File: src/rtl/adc_seq_pkg.sv
package adc_seq_pkg;

  localparam int REG_W = 16;

  typedef struct packed {
    logic       ref_sel;
    logic       acq_ext;
    logic       align_left;
    logic       diff;
    logic [2:0] ch;
  } slot_cfg_t;

  typedef enum logic [1:0] {S_IDLE, S_ACQ, S_CONV} seq_state_t;

  function automatic logic [REG_W-1:0] place_result(input logic [11:0] r, input logic left);
    return left ? {r, 4'b0000} : {4'b0000, r};
  endfunction

endpackage

File: src/rtl/adc_clk_tick.sv
module adc_clk_tick #(
  parameter int DIV_W = 2
) (
  input  logic             clk,
  input  logic             rst,
  input  logic             clear,
  input  logic             run,
  input  logic [DIV_W-1:0] div_sel,
  output logic             tick
);
  localparam int CNT_W = 1 << DIV_W;

  logic [CNT_W-1:0] cnt;
  logic [CNT_W:0]   div_val;
  logic [CNT_W-1:0] lim;

  always_comb begin
    div_val = (CNT_W+1)'(2) << div_sel;
    lim     = CNT_W'(div_val - 1'b1);
    tick    = run && (cnt == lim);
  end

  always_ff @(posedge clk) begin
    if (rst || clear) cnt <= '0;
    else if (run)     cnt <= tick ? '0 : cnt + 1'b1;
  end

  // the phase counter never passes the selected divisor
  a_r6_cnt_in_range: assert property (@(posedge clk) disable iff (rst)
    run |-> (cnt <= lim));

endmodule

File: src/rtl/adc_seq_regs.sv
module adc_seq_regs
  import adc_seq_pkg::*;
#(
  parameter int SLOTS  = 8,
  parameter int SLOT_W = 3,
  parameter int IDX_W  = 4,
  parameter int DIV_W  = 2,
  parameter int ACQ_W  = 4,
  parameter int AW     = 5
) (
  input  logic              clk,
  input  logic              rst,
  input  logic              wr_en,
  input  logic [AW-1:0]     wr_addr,
  input  logic [REG_W-1:0]  wr_data,
  input  logic              busy,
  input  logic              full,
  input  logic              rd_en,
  input  logic [AW-1:0]     rd_addr,
  output logic [DIV_W-1:0]  div_sel,
  output logic [ACQ_W-1:0]  acq_sel,
  output logic [SLOT_W-1:0] seq_first,
  output logic [SLOT_W-1:0] seq_last,
  output logic [IDX_W-1:0]  store_idx,
  output slot_cfg_t         cfg [SLOTS],
  output logic [REG_W-1:0]  reg_q
);
  localparam int CFG_BASE = 8;
  localparam int CFG_W    = $bits(slot_cfg_t);

  logic wr_ok;
  assign wr_ok = wr_en && !busy;

  always_ff @(posedge clk) begin
    if (rst) begin
      div_sel <= '0; acq_sel <= '0;
      seq_first <= '0; seq_last <= '0; store_idx <= '0;
    end else if (wr_ok) begin
      if (wr_addr == AW'(0)) begin
        acq_sel <= wr_data[15:12];
        div_sel <= wr_data[7:6];
      end
      if (wr_addr == AW'(1)) begin
        seq_first <= wr_data[2:0];
        seq_last  <= wr_data[6:4];
        store_idx <= wr_data[11:8];
      end
    end
  end

  for (genvar s = 0; s < SLOTS; s++) begin : g_slot
    always_ff @(posedge clk) begin
      if (rst)                                    cfg[s] <= '0;
      else if (wr_ok && wr_addr == AW'(CFG_BASE + s)) cfg[s] <= wr_data[CFG_W-1:0];
    end
  end

  always_ff @(posedge clk) begin
    if (rst) reg_q <= '0;
    else if (rd_en) begin
      if (rd_addr == AW'(0))
        reg_q <= {acq_sel, 4'b0000, div_sel, 4'b0000, full, busy};
      else if (rd_addr == AW'(1))
        reg_q <= {4'b0000, store_idx, 1'b0, seq_last, 1'b0, seq_first};
      else if (rd_addr >= AW'(CFG_BASE) && rd_addr < AW'(CFG_BASE + SLOTS))
        reg_q <= REG_W'(cfg[SLOT_W'(rd_addr - AW'(CFG_BASE))]);
      else
        reg_q <= '0;
    end
  end

  // run address and divider stay frozen while a run is active
  a_r7_addr_locked: assert property (@(posedge clk) disable iff (rst)
    busy |=> ($stable(seq_first) && $stable(seq_last) && $stable(store_idx) && $stable(div_sel)));

endmodule

File: src/rtl/adc_sample_buf.sv
module adc_sample_buf #(
  parameter int IDX_W = 4,
  parameter int DW    = 16
) (
  input  logic             clk,
  input  logic             rst,
  input  logic             we,
  input  logic [IDX_W-1:0] waddr,
  input  logic [DW-1:0]    wdata,
  input  logic             re,
  input  logic [IDX_W-1:0] raddr,
  output logic [DW-1:0]    rdata
);
  localparam int DEPTH = 1 << IDX_W;

  logic [DW-1:0] mem [DEPTH];

  always_ff @(posedge clk) begin
    if (we) mem[waddr] <= wdata;
  end

  always_ff @(posedge clk) begin
    if (rst)     rdata <= '0;
    else if (re) rdata <= mem[raddr];
  end

endmodule

File: src/rtl/adc_seq_ctrl.sv
module adc_seq_ctrl
  import adc_seq_pkg::*;
#(
  parameter int SLOTS    = 8,
  parameter int IDX_W    = 4,
  parameter int DIV_W    = 2,
  parameter int ACQ_W    = 4,
  parameter int BASE_ACQ = 2
) (
  input  logic        clk,
  input  logic        rst,
  input  logic        reg_wr,
  input  logic [4:0]  reg_waddr,
  input  logic [15:0] reg_wdata,
  input  logic        reg_rd,
  input  logic [4:0]  reg_raddr,
  output logic [15:0] reg_rdata,
  output logic        conv_start,
  output logic [2:0]  conv_ch,
  output logic        conv_diff,
  output logic        conv_ref,
  input  logic        conv_done,
  input  logic [11:0] conv_result,
  output logic        seq_busy,
  output logic        buf_full
);
  localparam int SLOT_W = $clog2(SLOTS);
  localparam int DEPTH  = 1 << IDX_W;
  localparam int NEED_W = ACQ_W + 5;
  localparam int AW     = 5;

  seq_state_t        state;
  logic [SLOT_W-1:0] slot, seq_first, seq_last;
  logic [IDX_W-1:0]  widx, store_idx;
  logic [NEED_W-1:0] acnt, need;
  logic [IDX_W:0]    cnt;
  logic [DIV_W-1:0]  div_sel;
  logic [ACQ_W-1:0]  acq_sel;
  slot_cfg_t         cfg [SLOTS];
  slot_cfg_t         cur;
  logic [15:0]       reg_q, buf_q;
  logic              rsel, tick, launch, clr_cnt, reserved, last, advance, enter, buf_we;

  adc_seq_regs #(.SLOTS(SLOTS), .SLOT_W(SLOT_W), .IDX_W(IDX_W), .DIV_W(DIV_W),
                 .ACQ_W(ACQ_W), .AW(AW)) u_regs (
    .clk(clk), .rst(rst), .wr_en(reg_wr), .wr_addr(reg_waddr), .wr_data(reg_wdata),
    .busy(seq_busy), .full(buf_full), .rd_en(reg_rd), .rd_addr(reg_raddr),
    .div_sel(div_sel), .acq_sel(acq_sel), .seq_first(seq_first), .seq_last(seq_last),
    .store_idx(store_idx), .cfg(cfg), .reg_q(reg_q));

  adc_clk_tick #(.DIV_W(DIV_W)) u_tick (
    .clk(clk), .rst(rst), .clear(enter), .run(state == S_ACQ),
    .div_sel(div_sel), .tick(tick));

  adc_sample_buf #(.IDX_W(IDX_W), .DW(16)) u_buf (
    .clk(clk), .rst(rst), .we(buf_we), .waddr(widx),
    .wdata(place_result(conv_result, cur.align_left)),
    .re(reg_rd && reg_raddr[AW-1]), .raddr(reg_raddr[IDX_W-1:0]), .rdata(buf_q));

  always_comb begin
    cur      = cfg[slot];
    seq_busy = (state != S_IDLE);
    launch   = reg_wr && !seq_busy && reg_waddr == AW'(0) && reg_wdata[0];
    clr_cnt  = reg_wr && !seq_busy && reg_waddr == AW'(0) && reg_wdata[1];
    reserved = cur.diff && (cur.ch[1:0] == 2'b11);
    need     = cur.acq_ext ? NEED_W'((acq_sel + 1'b1) << 4) : NEED_W'(BASE_ACQ);
    last     = (slot == seq_last);
    buf_we   = (state == S_CONV) && conv_done;
    advance  = ((state == S_ACQ) && reserved) || buf_we;
    enter    = launch || (advance && !last);
  end

  always_ff @(posedge clk) begin
    if (rst) begin
      state <= S_IDLE; slot <= '0; widx <= '0; acnt <= '0; cnt <= '0; buf_full <= 1'b0;
      conv_start <= 1'b0; conv_ch <= '0; conv_diff <= 1'b0; conv_ref <= 1'b0;
    end else begin
      conv_start <= 1'b0;
      unique case (state)
        S_IDLE: begin
          if (clr_cnt) begin cnt <= '0; buf_full <= 1'b0; end
          if (launch) begin
            state <= S_ACQ; slot <= seq_first; widx <= store_idx; acnt <= '0;
          end
        end
        S_ACQ: begin
          if (reserved) begin
            if (last) state <= S_IDLE;
            else begin slot <= slot + 1'b1; acnt <= '0; end
          end else if (tick) begin
            if (acnt == need - 1'b1) begin
              state      <= S_CONV;
              conv_start <= 1'b1;
              conv_ch    <= cur.diff ? {cur.ch[1:0], 1'b0} : cur.ch;
              conv_diff  <= cur.diff;
              conv_ref   <= cur.ref_sel;
            end else acnt <= acnt + 1'b1;
          end
        end
        S_CONV: begin
          if (conv_done) begin
            widx <= widx + 1'b1;
            if (cnt != (IDX_W+1)'(DEPTH)) cnt <= cnt + 1'b1;
            if (cnt == (IDX_W+1)'(DEPTH - 1)) buf_full <= 1'b1;
            if (last) state <= S_IDLE;
            else begin state <= S_ACQ; slot <= slot + 1'b1; acnt <= '0; end
          end
        end
        default: state <= S_IDLE;
      endcase
    end
  end

  always_ff @(posedge clk) begin
    if (rst)         rsel <= 1'b0;
    else if (reg_rd) rsel <= reg_raddr[AW-1];
  end
  assign reg_rdata = rsel ? buf_q : reg_q;

  // a start request lasts a single cycle
  a_r5_start_single: assert property (@(posedge clk) disable iff (rst)
    conv_start |=> !conv_start);
  // start requests only occur inside a run
  a_r10_start_in_run: assert property (@(posedge clk) disable iff (rst)
    conv_start |-> seq_busy);
  // a reserved pair code never reaches the converter
  a_r4_no_reserved: assert property (@(posedge clk) disable iff (rst)
    conv_start |-> !(conv_diff && conv_ch == 3'd6));
  // the store index steps by one per stored result
  a_r8_widx_step: assert property (@(posedge clk) disable iff (rst)
    buf_we |=> (widx == $past(widx) + 1'b1));
  // the full flag only drops through a clear
  a_r11_full_sticky: assert property (@(posedge clk) disable iff (rst)
    (buf_full && !clr_cnt) |=> buf_full);

endmodule

File: config.mk
export PLATFORM = sky130hd
export DESIGN_NAME = adc_seq_ctrl
export DESIGN_NICKNAME = d
export VERILOG_FILES = /design/src/rtl/adc_seq_pkg.sv /design/src/rtl/adc_clk_tick.sv /design/src/rtl/adc_seq_regs.sv /design/src/rtl/adc_sample_buf.sv /design/src/rtl/adc_seq_ctrl.sv
export SDC_FILE = /design/constraint.sdc
export NUM_CORES = 1
export LEC_CHECK = 0
export ABC_AREA = 1
export BUFFER_PORTS_ARGS = -buffer_cell sky130_fd_sc_hd__buf_2
export CORE_MARGIN = 3
export CORE_UTILIZATION = 56
export CTS_CLUSTER_SIZE = 20
export DETAILED_ROUTE_END_ITERATION = 12
export PLACE_DENSITY = 0.7
export SYNTH_ARGS = -nofsm -noshare
export SYNTH_HDL_FRONTEND = slang
export SYNTH_SLANG_ARGS = --single-unit
File: constraint.sdc
create_clock -name clk -period 4.52 [get_ports clk]
set_input_delay 0 -clock clk [delete_from_list [all_inputs] [get_ports clk]]
set_output_delay 0 -clock clk [all_outputs]
set_load 0.05 [all_outputs]
==> qor.txt <==
=========================================================================================
Outcome ....................................................................    completed
Synthesized-area fraction occupied by adder cells ..........................       1.080%
Area Growth Syn to Fin .....................................................       13.08%
Synthesized flop and latch total ...........................................          395
Type of destination of the critical path ...................................         flop
Layout cell share with drive strength beyond 1 .............................       12.03%
Count of clock tree sinks ..................................................          395
Worst R2R Path Depth .......................................................            7
Total power per unit cell area ............................................. 470.0 nW/um2
Area used by multi-input combinational logic ...............................     5959 um2
Number of H-tree branching levels ..........................................            2
Xor and xnor area share after synthesis ....................................      0.6048%
FILL cells .................................................................         2401
Required time of the critical path .........................................      4.73 ns
Post-route setup TNS .......................................................         0 ns
Global-route track usage on met2 ...........................................       49.74%
Post-Synthesis Cells .......................................................         1770
End point of the critical path ............................................. u_buf.mem[5][2]$_DFFE_PP_
Tightest Pin Transition ....................................................     1.146 ns
Setup Crit Path Kind .......................................................   reg -> reg
Synthesized net count ......................................................         1828
Setup repair after global routing missed its margin ........................        false
Pre-CTS setup slack ........................................................     1.424 ns
Top cell types by occurrence after synthesis ............................... sky130_fd_sc_hd__o21ai_0, sky130_fd_sc_hd__edfxtp_1, sky130_fd_sc_hd__nor2_1
Total power draw ...........................................................   0.009235 W
# Max-Cap Violations .......................................................            0
Cell family with the largest share of critical-path delay .................. simple AND/OR/NAND/NOR gates
Launching instance or port of the critical path ............................ slot[0]$_SDFFE_PP0P_
Post-Syn Area per Cell .....................................................    9.818 um2
CTS Root Buffer Type ....................................................... sky130_fd_sc_hd__clkbuf_16
Final period util ..........................................................       70.57%
PortBufs ...................................................................           66
Maximum number of pins on one net before global-route repair ...............           83
Clock insertion delay at the later pin of the skew report ..................      0.54 ns
ANT nets after route .......................................................            0
Wire length of the first global-routing pass ...............................     75520 um
CP bufs+invs ...............................................................            3
Clock period minus final worst setup slack .................................     3.190 ns
Die Area ...................................................................    33180 um2
Worst slew margin ..........................................................       23.43%
Fin. Hold Viols ............................................................            0
Internal reg-to-reg setup slack ............................................      1.33 ns
Cells along the critical path .............................................. buf_4, inv_2, nor2_1, o211ai_1, nand2_1, inv_1, nor2_1
Number of flops mapped to enable cells by yosys ............................          256
Count of pins on the block boundary ........................................           67
Share of the synthesized area in the top cell type .........................       44.24%
Fraction of the mapped netlist area in simple logic gates ..................       14.59%
Largest clock skew in the final design .....................................   0.01359 ns
Sequential-to-total area share from yosys stat .............................       60.25%
Initial DRC count ..........................................................         1477
DRT Pass-1 Iters ...........................................................            5
DRT Wirelength .............................................................     49000 um
CP startpoint kind .........................................................         flop
Worst flop-to-flop path startpoint ......................................... slot[0]$_SDFFE_PP0P_
Most used flip-flop cell after synthesis ................................... sky130_fd_sc_hd__edfxtp_1
RD Place Congestion ........................................................       0.9255
Initial antenna violation count ............................................            0
Post-DP HPWL ...............................................................     29760 um
Crit Path Max Fanout .......................................................           20
Maximum clock insertion buffer count .......................................            3
Gr ovfl total ..............................................................            0
Mux contribution to synthesized area .......................................      0.4536%
Worst Slack Setup Final ....................................................     1.330 ns
Number of global-route vias before repair ..................................        13180
Static leakage power .......................................................     7.072 nW
Flip-flop and latch area ...................................................    10470 um2
Placeable core region ......................................................    30110 um2
Layer carrying the most global-route usage .................................         met2
Met1 routing resource usage after global routing ...........................       38.76%
Post-Syn Area ..............................................................    17380 um2
Maximum operating frequency ................................................    313.5 MHz
Proportion of register bits with asynchronous set or reset after synthesis .           0%
Max stage delay on crit path ...............................................      0.76 ns
Clk slew on worst S/H paths ................................................      0.06 ns
Worst VDD drop .............................................................     327.9 uV
Yosys cell types ...........................................................           53
# nets final ...............................................................         1906
Global-route usage over all layers .........................................       29.15%
Cell occurring most often along the worst timing path ...................... sky130_fd_sc_hd__nor2_1
Main combinational cell family by area after synthesis ..................... compound AO/OA/AOI/OAI gates
Cell with the most instances after synthesis ............................... sky130_fd_sc_hd__o21ai_0
Tightest Hold Check Type ...................................................    in -> reg
Synth Area in Compound Gates ...............................................       17.46%
Synth area leader .......................................................... sky130_fd_sc_hd__edfxtp_1
Die span in x ..............................................................     182.2 um
WL per Instance ............................................................     21.60 um
Vias per Instance ..........................................................        6.007
Synth top area cells ....................................................... sky130_fd_sc_hd__edfxtp_1, sky130_fd_sc_hd__dfxtp_1, sky130_fd_sc_hd__o21ai_0
Total via count after detailed routing .....................................        13630
N_diodes ...................................................................            0
Cts bufs inserted ..........................................................           41
DRC errors left ............................................................            0
Grt met3 use ...............................................................       4.226%
Cell with the largest stage delay on the worst path ........................ sky130_fd_sc_hd__nor2_1
Clock tree from TritonCTS ..................................................          yes
Total number of placement rows .............................................           63
Count of pins over their slew limit ........................................            0
Number of gates on the worst path with buffers counted .....................            7
Worst endpoint data arrival time ...........................................      3.40 ns
Worst reg2reg endpoint ..................................................... u_buf.mem[5][2]$_DFFE_PP_
Number of synthesis warnings ...............................................            0
Setup-failing EPs final ....................................................            0
Die boundary height ........................................................     182.2 um
Initial core utilization ...................................................       57.71%
=========================================================================================
state kept, by name, indices dropped and copies added (netlist names):
| register | cells |
|---|---|
| u_regs.store_idx | 4 |
| u_buf.rdata | 16 |
| state | 2 |
| u_regs.reg_q | 16 |
| conv_ref | 1 |
| slot | 3 |
| u_regs.cfg | 56 |
| u_regs.seq_first | 3 |
| cnt | 5 |
| widx | 4 |
| u_buf.mem | 256 |
| buf_full | 1 |
| rsel | 1 |
| conv_ch | 3 |
| u_regs.seq_last | 3 |
| u_regs.div_sel | 2 |
| acnt | 9 |
| conv_diff | 1 |
| u_tick.cnt | 4 |
| conv_start | 1 |
| u_regs.acq_sel | 4 |
report_power, final:
part | internal [W] | total, W | switching [W]
clock | 0.00196 | 0.00334 | 0.00137
sequential | 0.00420 | 0.00433 | 0.000129
combinational | 0.000439 | 0.00157 | 0.00113
final cells by class:
cell class,count,share of cell area [%]
Multi-Input combinational cell,1139,30.33
Clock inverter,16,0.9487
Tap cell,390,2.483
Inverter,144,2.776
Sequential cell,395,53.28
Timing Repair Buffer,127,4.317
Clock buffer,58,5.870
timing repair:
item | 4_1_cts | 5_1_grt
gates resized for setup | 0 | 0
hold buffers | 24 | 0
setup buffers | 0 | 0
endpoints found under the hold margin | 121 | 0
worst min-delay path by stage:
stage	from	end	slack, ns	depth (start not counted)
final	conv_result[4]	u_buf.mem[13][4]$_DFFE_PP_	0.04	4
after global routing	conv_result[7]	u_buf.mem[15][11]$_DFFE_PP_	0.06	4
after CTS	conv_result[7]	u_buf.mem[12][11]$_DFFE_PP_	0.02	4
after detailed placement	reg_wdata[9]	u_regs.store_idx[1]$_SDFFE_PP0P_	0.27	3
after global placement	reg_wdata[9]	u_regs.store_idx[1]$_SDFFE_PP0P_	0.26	3
after floorplan	reg_wdata[8]	u_regs.store_idx[0]$_SDFFE_PP0P_	0.13	2
cell families (layout without fill, tap and decap cells):
| family | after synthesis | after routing |
|---|---|---|
| adders and majority gates | 15 | 15 |
| and+or+nand+nor | 581 | 581 |
| DFF | 395 | 395 |
| AOI/OAI and AO/OA | 524 | 524 |
| xor gates and xnor gates | 12 | 12 |
| buffers and inverters | 236 | 345 |
| muxes | 7 | 7 |
worst min-delay path, cell delays in order:
cell,delay (ns)
sky130_fd_sc_hd__buf_2,0.11
sky130_fd_sc_hd__nand2_1,0.05
sky130_fd_sc_hd__o21ai_0,0.08
sky130_fd_sc_hd__buf_4,0.20
layer usage:
layer  routed length (um)  up-vias  part of all wire [%]
li1                     -     6396                     -
met1                19820     6505                    40
met2                23800      619                    49
met3                 3843      110                   7.8
met4                 1542        0                   3.1
met5                    0        -                     0
through the flow:
stage                     hold WS [ns]  cells  instance area (um2)  util (%)
final                          0.04153   2269                19650     65.26
after global routing           0.05535   2269                19650     65.26
after CTS                      0.01862   2269                19650     65.26
after detailed placement        0.2669   2171                18070     60.01
after global placement          0.2568   2171                18070     60.01
after floorplan                 0.1349   1770                17380         -
cell usage in the layout, fill, tap and decap left out, drive strengths merged, types with 18 or more instances in the layout:
cell type | synthesis | layout
a21oi | 96 | 96
a31oi | 18 | 18
a22oi | 35 | 35
nand3 | 74 | 74
dfxtp | 139 | 139
inv | 138 | 139
o21ai | 295 | 295
dlygate4sd3 | 0 | 24
nor2 | 264 | 264
edfxtp | 256 | 256
buf | 18 | 103
clkbuf | 74 | 58
nand2 | 216 | 216
a221oi | 41 | 41
No activity file was read; power rests on OpenSTA's default activity.
